[config.mk]
export PLATFORM = sky130hd
export DESIGN_NAME = irq_sense_ctrl
export DESIGN_NICKNAME = d
export VERILOG_FILES = /design/src/rtl/irqs_pkg.sv /design/src/rtl/irqs_sync.sv /design/src/rtl/irqs_channel.sv /design/src/rtl/irqs_enable.sv /design/src/rtl/irq_sense_ctrl.sv
export SDC_FILE = /design/constraint.sdc
export NUM_CORES = 1
export LEC_CHECK = 0
export BUFFER_PORTS_ARGS = -buffer_cell sky130_fd_sc_hd__buf_4
export CORE_MARGIN = 2
export CORE_UTILIZATION = 40
export DETAILED_ROUTE_END_ITERATION = 16
export GPL_ROUTABILITY_DRIVEN = 0
export SETUP_SLACK_MARGIN = 0.5
export SLEW_MARGIN = 30
export SYNTH_ARGS = -nofsm -noshare
export SYNTH_HDL_FRONTEND = slang
export SYNTH_SLANG_ARGS = --single-unit
[constraint.sdc]
create_clock -name clk -period 5.9 [get_ports clk]
set_clock_uncertainty 0.15 [all_clocks]
set_input_delay 0.59 -clock clk [delete_from_list [all_inputs] [get_ports clk]]
set_output_delay 0.59 -clock clk [all_outputs]
set_load 0.005 [all_outputs]
[src/rtl/irqs_pkg.sv]
package irqs_pkg;

  localparam int unsigned OFS_REQ  = 32'h000;
  localparam int unsigned OFS_ENDIS = 32'h004;
  localparam int unsigned OFS_ENSET = 32'h008;
  localparam int unsigned OFS_DET  = 32'h100;
  localparam int unsigned OFS_MON  = 32'h104;
  localparam int unsigned OFS_VHI  = 32'h108;
  localparam int unsigned OFS_VLO  = 32'h10C;
  localparam int unsigned OFS_VRISE = 32'h110;
  localparam int unsigned OFS_VFALL = 32'h114;
  localparam int unsigned OFS_CFG  = 32'h180;

  localparam logic [5:0] SNS_LOW  = 6'h01;
  localparam logic [5:0] SNS_HIGH = 6'h02;
  localparam logic [5:0] SNS_FALL = 6'h04;
  localparam logic [5:0] SNS_RISE = 6'h08;
  localparam logic [5:0] SNS_BOTH = 6'h0C;

  function automatic int unsigned cfg_offset(int unsigned n);
    return OFS_CFG + 4 * n;
  endfunction

  function automatic logic is_edge_mode(logic [5:0] m);
    return (m == SNS_FALL) || (m == SNS_RISE) || (m == SNS_BOTH);
  endfunction

  function automatic logic sense_hit(logic [5:0] m, logic lvl, logic prev);
    case (m)
      SNS_LOW:  return ~lvl;
      SNS_HIGH: return lvl;
      SNS_FALL: return prev & ~lvl;
      SNS_RISE: return ~prev & lvl;
      SNS_BOTH: return prev ^ lvl;
      default:  return 1'b0;
    endcase
  endfunction

  function automatic logic sees_rise(logic [5:0] m);
    return (m == SNS_RISE) || (m == SNS_BOTH);
  endfunction

  function automatic logic sees_fall(logic [5:0] m);
    return (m == SNS_FALL) || (m == SNS_BOTH);
  endfunction

endpackage

[src/rtl/irqs_sync.sv]
module irqs_sync #(
  parameter int NCH = 8
) (
  input  logic           clk,
  input  logic           rst_n,
  input  logic [NCH-1:0] pin_in,
  output logic [NCH-1:0] lvl,
  output logic [NCH-1:0] prev
);
  logic [NCH-1:0] stage1;
  logic [NCH-1:0] stage2;
  logic [NCH-1:0] stage3;

  always_ff @(posedge clk or negedge rst_n) begin
    if (!rst_n) begin
      stage1 <= '0;
      stage2 <= '0;
      stage3 <= '0;
    end else begin
      stage1 <= pin_in;
      stage2 <= stage1;
      stage3 <= stage2;
    end
  end

  assign lvl  = stage2;
  assign prev = stage3;
endmodule

[src/rtl/irqs_channel.sv]
module irqs_channel
  import irqs_pkg::*;
(
  input  logic        clk,
  input  logic        rst_n,
  input  logic        cfg_we,
  input  logic [31:0] wdata,
  input  logic        det_clr,
  input  logic        lvl,
  input  logic        prev,
  output logic [31:0] cfg,
  output logic        hit,
  output logic        det
);
  logic [5:0] mode;
  logic       edge_mode;
  logic       det_next;

  assign mode      = cfg[5:0];
  assign edge_mode = is_edge_mode(mode);
  assign hit       = sense_hit(mode, lvl, prev);

  always_comb begin
    det_next = (det & ~det_clr) | (hit & (~det_clr | edge_mode));
  end

  always_ff @(posedge clk or negedge rst_n) begin
    if (!rst_n) begin
      cfg <= '0;
      det <= 1'b0;
    end else begin
      if (cfg_we) cfg <= wdata;
      det <= det_next;
    end
  end
endmodule

[src/rtl/irqs_enable.sv]
module irqs_enable #(
  parameter int NCH = 8
) (
  input  logic           clk,
  input  logic           rst_n,
  input  logic           set_we,
  input  logic           clr_we,
  input  logic [NCH-1:0] bits,
  output logic [NCH-1:0] en
);
  logic [NCH-1:0] set_v;
  logic [NCH-1:0] clr_v;

  assign set_v = set_we ? bits : '0;
  assign clr_v = clr_we ? bits : '0;

  always_ff @(posedge clk or negedge rst_n) begin
    if (!rst_n) en <= '0;
    else        en <= (en & ~clr_v) | set_v;
  end
endmodule

[src/rtl/irq_sense_ctrl.sv]
module irq_sense_ctrl
  import irqs_pkg::*;
#(
  parameter int NCH = 8,
  parameter int AW  = 12
) (
  input  logic           clk,
  input  logic           rst_n,
  input  logic [AW-1:0]  bus_addr,
  input  logic [31:0]    bus_wdata,
  input  logic           bus_we,
  output logic [31:0]    bus_rdata,
  input  logic [NCH-1:0] pin_in,
  output logic [NCH-1:0] irq_out
);
  localparam logic [AW-1:0] A_REQ   = AW'(OFS_REQ);
  localparam logic [AW-1:0] A_ENDIS = AW'(OFS_ENDIS);
  localparam logic [AW-1:0] A_ENSET = AW'(OFS_ENSET);
  localparam logic [AW-1:0] A_DET   = AW'(OFS_DET);
  localparam logic [AW-1:0] A_MON   = AW'(OFS_MON);
  localparam logic [AW-1:0] A_VHI   = AW'(OFS_VHI);
  localparam logic [AW-1:0] A_VLO   = AW'(OFS_VLO);
  localparam logic [AW-1:0] A_VRISE = AW'(OFS_VRISE);
  localparam logic [AW-1:0] A_VFALL = AW'(OFS_VFALL);

  function automatic logic [31:0] widen(logic [NCH-1:0] v);
    logic [31:0] r;
    r = '0;
    r[NCH-1:0] = v;
    return r;
  endfunction

  logic [NCH-1:0] lvl;
  logic [NCH-1:0] prev;
  logic [NCH-1:0] hit_vec;
  logic [NCH-1:0] det_q;
  logic [NCH-1:0] en_q;
  logic [NCH-1:0] det_clr;
  logic [NCH-1:0] cfg_sel;
  logic [NCH-1:0] v_hi, v_lo, v_rise, v_fall;
  logic [31:0]    cfg_all [NCH];
  logic           wr_det;

  irqs_sync #(.NCH(NCH)) u_sync (
    .clk   (clk),
    .rst_n (rst_n),
    .pin_in(pin_in),
    .lvl   (lvl),
    .prev  (prev)
  );

  irqs_enable #(.NCH(NCH)) u_en (
    .clk   (clk),
    .rst_n (rst_n),
    .set_we(bus_we && bus_addr == A_ENSET),
    .clr_we(bus_we && bus_addr == A_ENDIS),
    .bits  (bus_wdata[NCH-1:0]),
    .en    (en_q)
  );

  assign wr_det  = bus_we && bus_addr == A_DET;
  assign det_clr = wr_det ? bus_wdata[NCH-1:0] : '0;

  for (genvar i = 0; i < NCH; i++) begin : g_ch
    assign cfg_sel[i] = (bus_addr == AW'(cfg_offset(i)));

    irqs_channel u_ch (
      .clk    (clk),
      .rst_n  (rst_n),
      .cfg_we (bus_we && cfg_sel[i]),
      .wdata  (bus_wdata),
      .det_clr(det_clr[i]),
      .lvl    (lvl[i]),
      .prev   (prev[i]),
      .cfg    (cfg_all[i]),
      .hit    (hit_vec[i]),
      .det    (det_q[i])
    );

    assign v_hi[i]   = det_q[i] & (cfg_all[i][5:0] == SNS_HIGH);
    assign v_lo[i]   = det_q[i] & (cfg_all[i][5:0] == SNS_LOW);
    assign v_rise[i] = det_q[i] & sees_rise(cfg_all[i][5:0]);
    assign v_fall[i] = det_q[i] & sees_fall(cfg_all[i][5:0]);
  end

  assign irq_out = det_q & en_q;

  always_comb begin
    bus_rdata = '0;
    if      (bus_addr == A_REQ)   bus_rdata = widen(irq_out);
    else if (bus_addr == A_ENDIS) bus_rdata = widen(en_q);
    else if (bus_addr == A_DET)   bus_rdata = widen(det_q);
    else if (bus_addr == A_MON)   bus_rdata = widen(lvl);
    else if (bus_addr == A_VHI)   bus_rdata = widen(v_hi);
    else if (bus_addr == A_VLO)   bus_rdata = widen(v_lo);
    else if (bus_addr == A_VRISE) bus_rdata = widen(v_rise);
    else if (bus_addr == A_VFALL) bus_rdata = widen(v_fall);
    else begin
      for (int i = 0; i < NCH; i++) begin
        if (cfg_sel[i]) bus_rdata = cfg_all[i];
      end
    end
  end
endmodule

# Word-level counts from Yosys, hierarchy flattened
# Index checks and enable logic that the tools add are counted.
# W data, S select, Z words.
[totals] regBits=296 inputBits=55 output_inout_bits=40 word_cells=263
[op_classes] n_eq_ne=56 mux=27 bitwise=116 reduce_logical=44
[op_table] operator="$mux W32" n=16
[op_table] operator="$eq A12 B9 Y1 const B" n=14
[op_table] operator="$eq A6 B4 Y1 const B" n=16
[op_table] operator="$and A1 B1 Y1" n=64
[op_table] operator="$eq A6 B1 Y1 const B" n=8
[op_table] operator="$eq A6 B2 Y1 const B" n=8
[op_table] operator="$eq A6 B3 Y1 const B" n=8
[op_table] operator="$pmux W1 S5" n=8
[op_table] operator="$logic_or A1 B1 Y1" n=32
[op_table] operator="$mux W8" n=3
[op_table] operator="$not A1 Y1" n=24
[op_table] operator="$and A8 B8 Y8" n=2
[op_table] operator="$or A1 B1 Y1" n=16
[op_table] operator="$eq A12 B3 Y1 const B" n=1
[op_table] operator="$eq A12 B4 Y1 const B" n=1
[op_table] operator="$logic_not A12 Y1" n=1
[op_table] operator="$logic_and A1 B1 Y1" n=11
[op_table] operator="$not A8 Y8" n=1
[op_table] operator="$or A8 B8 Y8" n=1
[op_table] operator="$xor A1 B1 Y1" n=8

# Longest topological paths before layout
[logic_depth] word_depth=17 depth_mapped=10 depth_no_buf=7

# Hierarchy
# A second synthesis with hierarchy kept.
[unflattened] hier_cells=1165 hier_area_um2=15740.1
[by_module_without_submodules] module="irqs_channel" n_inst=8 cells_each=88 area_each_um2=1487.7 seq_area_each_um2=825.8
[by_module_without_submodules] module="irq_sense_ctrl" n_inst=1 cells_each=411 area_each_um2=2925.3 seq_area_each_um2=0.0
[by_module_without_submodules] module="irqs_sync" n_inst=1 cells_each=24 area_each_um2=600.6 seq_area_each_um2=600.6
[by_module_without_submodules] module="irqs_enable" n_inst=1 cells_each=26 area_each_um2=312.8 seq_area_each_um2=200.2

# Least setup slack after synthesis
# Ideal clock, no wire load.
[synth_path] kind="input-to-output" start="input bus_addr[3]" end="output bus_rdata[7]" t_arrival_ns=2.166 required_time_ns=5.160 slack_ns=2.994 path_stages=6 path_buffers=0 cell_sequence="or3_1 or4b_4 o22ai_1 a2bb2oi_1 o22a_1 o31ai_2"
[synth_between] elab_chain_len=17 elab_cells_between_ends=32 cone_classes="eq/ne (15); mux (16); reduce/logical (1)"
[synth_lines] item="from (decl)" line="irq_sense_ctrl.sv:9" rtl="input logic [AW-1:0] bus_addr,"
[synth_lines] item="$eq A12 B9 Y1" line="irq_sense_ctrl.sv:65" rtl="assign cfg_sel[i] = (bus_addr == AW'(cfg_offset(i)));"
[synth_lines] item="$mux W32 (8 in a row)" line="irq_sense_ctrl.sv:100" rtl="if (cfg_sel[i]) bus_rdata = cfg_all[i];"
[synth_lines] item="$mux W32" line="irq_sense_ctrl.sv:97" rtl="else if (bus_addr == A_VFALL) bus_rdata = widen(v_fall);"
[synth_lines] item="$mux W32" line="irq_sense_ctrl.sv:96" rtl="else if (bus_addr == A_VRISE) bus_rdata = widen(v_rise);"
[synth_lines] item="$mux W32" line="irq_sense_ctrl.sv:95" rtl="else if (bus_addr == A_VLO) bus_rdata = widen(v_lo);"
[synth_lines] item="$mux W32" line="irq_sense_ctrl.sv:94" rtl="else if (bus_addr == A_VHI) bus_rdata = widen(v_hi);"
[synth_lines] item="$mux W32" line="irq_sense_ctrl.sv:93" rtl="else if (bus_addr == A_MON) bus_rdata = widen(lvl);"
[synth_lines] item="$mux W32" line="irq_sense_ctrl.sv:92" rtl="else if (bus_addr == A_DET) bus_rdata = widen(det_q);"
[synth_lines] item="$mux W32" line="irq_sense_ctrl.sv:91" rtl="else if (bus_addr == A_ENDIS) bus_rdata = widen(en_q);"
[synth_lines] item="$mux W32 *" line="irq_sense_ctrl.sv:90" rtl="if (bus_addr == A_REQ) bus_rdata = widen(irq_out);"
[synth_lines] item="to (decl)" line="irq_sense_ctrl.sv:12" rtl="output logic [31:0] bus_rdata,"
# Every way passes the cells marked *; elsewhere a longest branch is shown, timed or not.

# Worst setup path after layout
[layout_path] start="input bus_addr[2]" end="output bus_rdata[18]"
# Same word-level chain as after synthesis.

==> metrics.md <==
| Metric | Value |
|---|---|
| Status | completed |
| Crit path cell chain | buf_4, and2b_2, nand2_1, or2_1, buf_4, o22a_1, o21ai_0, a31oi_1, buf_4 |
| Yosys reg bits | 296 |
| Mapped cell area | between 10000 and 15000 um2 |
| Post-Syn Area per Cell | 12.1 um2 |
| Cell Pwr Density | 256 nW/um2 |
| WS Path Type | in -> out |
| CP top delay family | simple AND/OR/NAND/NOR gates |
| CP bufs+invs | 3 |
| Fmax | 240 MHz |
| Pwr Total | around 4.3 mW |
| Drt initial violations | ~1.1k |
| H-Tree Depth | 2 |
| Number of I/O pins | 95 |
| Layout area overhead | 14.6% |
| Final setup vio count | 0 |
| Yosys top cell area share | 0.508 |
| Critical Path RT | 5.16 ns |
| Rel. slew slack | 0.283 |
| Internal | 3.28 mW |
| Mean routed wirelength per cell | 22.5 um |
| CP arrival | ~3.4 ns |
| Share of cells above drive strength 1 | 0.340 |
| Min-Delay Path Class | in -> reg |
| Clock share of power | 0.473 |
| Vias in the first global route | 10.6k |
| Area leader, netlist | dfrtp_1 |
| Detailed placer's ending HPWL | approximately 25 mm |
| Die height | 195 um |
| Sequential Power Share | 0.482 |
| Crit start category | primary input |
| Root buf cell | clkbuf_16 |
| Warnings, synthesis | 0 |
| Worst setup EP type | output port |
| Least-Margin Pin Slew | 1.07 ns |
| Cells after synthesis | between 1k and 1.5k |
| Comb pwr share | 0.044 |
| Global-route usage over all layers | 0.211 |
| Port bufs | 94 |
| Async SR Flop Fraction | 1.00 |
| Minimum clock period after layout | 4.16 ns |
| Post-CTS Setup Inserts | 0 |
| Clock Tree Buf Depth | 3 |
| Core area | ~36000 um2 |
| NumNets Final | 1347 |
| Antenna Cells | 0 |
| Ratio of final minimum period to clock period | 0.705 |
| Main synth FF type | dfrtp_1 |
| Max_cap viols | 0 |
| Peak VDD IR | 0.239 mV |
| EDFF count, synth | 0 |
| Total gr overflow | 0 |
| Largest stage delay, worst path | around 0.68 ns |
| Pleak | 7.97 nW |
| Sw Ratio | 0.233 |
| Synth cell types | 79 |
| Psw | 998 uW |
| Initial antenna violation count | 1 |
| Total CTS buffers | 35 |
| Largest net degree at the start of global routing | 164 |
| Syn nets | 1277 |
| Setup TNS | 0 ns |
| Crit path max fanout | 62 |
| Final cell count without fillers | 1761 |
| Slew Limit Fails | 0 |
| Vias | between 10k and 15k |
| Die area | 38000 um2 |
| Detail Route Antenna Nets | 0 |
| Chip Width | 195 um |
| Sequential area share after synthesis | 0.508 |
| # rows | just under 70 |
| Fin Hold WS | 0.0208 ns |
| Inst Count DP | between 1.5k and 2k |
| First-pass GRT wire length | 63.1 mm |
| Reg clk slew, reported paths | 0.05 ns |
| Fin. Hold Viols | 0 |
| CTS sink count | 296 |
| Remaining design rule violation count | 0 |
| Clk Latency, worst-skew pair | 0.54 ns |
| Initial core utilization | 0.408 |
| Worst path slowest cell | or2_1 |
| Crit path top cell by count | buf_4 |
| Vias/cell | 5.94 |
| Top cells by area, synth | dfrtp_1 (51%), mux2_2 (16%), mux2_4 (3.1%), o21ai_0 (2.3%), a21oi_1 (2.1%) |
| TritonCTS clock tree | built |
| Routed wire length | approximately 40 mm |
| RSZ-0062 raised after global routing | no |
| TritonRoute pass-1 iters | 6 |
-- state kept, by name, summed over array words and instances (netlist names) --
register / cells
g_ch.u_ch.cfg: 256
g_ch.u_ch.det: 8
u_en.en: 8
u_sync.lvl: 8
u_sync.prev: 8
u_sync.stage1: 8
-- through the flow --
stage | util | area [um2] | setup slack [ns]
5_1_grt | 0.468 | 16700 | 1.57
3_5_place_dp | 0.436 | 15600 | 1.80
4_1_cts | 0.466 | 16700 | 1.77
6_report | 0.468 | 16700 | 1.74
3_3_place_gp | 0.435 | 15600 | 1.82
2_1_floorplan | - | 14600 | 2.99
-- repair_timing --
item,4_1_cts,5_1_grt
endpoints found under the hold margin,78,0
hold buffers,1,0
gates resized for setup,0,0
-- final cells by class --
| class | instances | area, um2 |
|---|---|---|
| Clock buffer | 45 | 973 |
| Clock inverter | 16 | 110 |
| Fill cell | 3332 | 19000 |
| Inverter | 24 | 95.1 |
| Multi-Input combinational cell | 809 | 6680 |
| Sequential cell | 296 | 7410 |
| Tap cell | 461 | 577 |
| Timing Repair Buffer | 110 | 868 |
-- Yosys cell counts (5+ instances only) --
cell type  instances
inv_1             22
a22o_1             8
buf_6              7
and2_1            13
mux2i_1           14
o22ai_1           17
nor3_1             7
a222oi_1          24
nand4_1            7
nand2b_1          11
nand3b_1          10
mux2_2           211
nand2_1           72
a21oi_1           61
a31oi_1           38
nor4_1            19
dfrtp_1          296
o211ai_1           6
a21o_1            10
nor2_1            25
nand3_1           24
mux2_1            17
mux2_4            30
nand2_2            5
ha_1              16
buf_2             36
o21ai_0           67
clkbuf_1          26
o22a_1            26
-- kinds of logic (layout without fill, tap and decap cells) --
| family | after synthesis | in the layout | synth area share |
|---|---|---|---|
| multiplexers | 274 | 274 | 0.220 |
| flip-flops | 296 | 296 | 0.508 |
| AO/OA/AOI/OAI | 290 | 290 | 0.132 |
| buffers and inverters | 101 | 195 | 0.0369 |
| adder cells (fa/ha/maj) | 16 | 16 | 0.0137 |
| AND/OR/NAND/NOR | 229 | 229 | 0.0892 |
-- routing by layer --
| metal | wire length, um | GRT usage |
|---|---|---|
| met1 | 17600 | 0.295 |
| met5 | 0 | 0 |
| met3 | 2760 | 0.0436 |
| met2 | 18200 | 0.331 |
| met4 | 1030 | 0.0650 |
-- layout by cell type (no fill, tap or decap), drive strengths merged, types with 4 or more instances in the layout --
cell,synthesis,layout
a21o,10,10
a21oi,61,61
a222oi,24,24
a22o,8,8
a31oi,38,38
and2,14,14
buf,51,109
clkbuf,26,45
clkinv,0,16
dfrtp,296,296
ha,16,16
inv,24,24
mux2,258,258
mux2i,14,14
nand2,79,79
nand2b,11,11
nand3,25,25
nand3b,10,10
nand4,8,8
nor2,28,28
nor3,8,8
nor4,20,20
o211ai,6,6
o21ai,68,68
o22a,26,26
o22ai,17,17
o31ai,6,6
or3b,4,4
-- worst paths after layout --
path,start,to,slack (ns),depth (start not counted)
worst max-delay path,bus_addr[2],bus_rdata[18],1.74,9
worst min-delay path,pin_in[6],u_sync.stage1[6],0.02,1
worst max register to register,g_ch[4].u_ch.cfg[2],g_ch[4].u_ch.det,4.32,4
worst min register to register,u_sync.stage1[3],u_sync.lvl[3],0.19,0
max in group asynchronous,rst_n,g_ch[6].u_ch.cfg[29],3.79,4
min in group asynchronous,rst_n,u_sync.lvl[1],0.48,2
-- power groups by stage --
stage               registers, mW  logic (mW)  clock network (mW)
finish                       2.06       0.190                2.02
global route                 2.06       0.213                2.17
CTS                          2.06       0.190                2.08
detailed placement           2.10       0.189                   0
global placement             2.10       0.185                   0
floorplan                    2.09      0.0704                   0
Note: power is estimated with default switching activity, not from simulation.
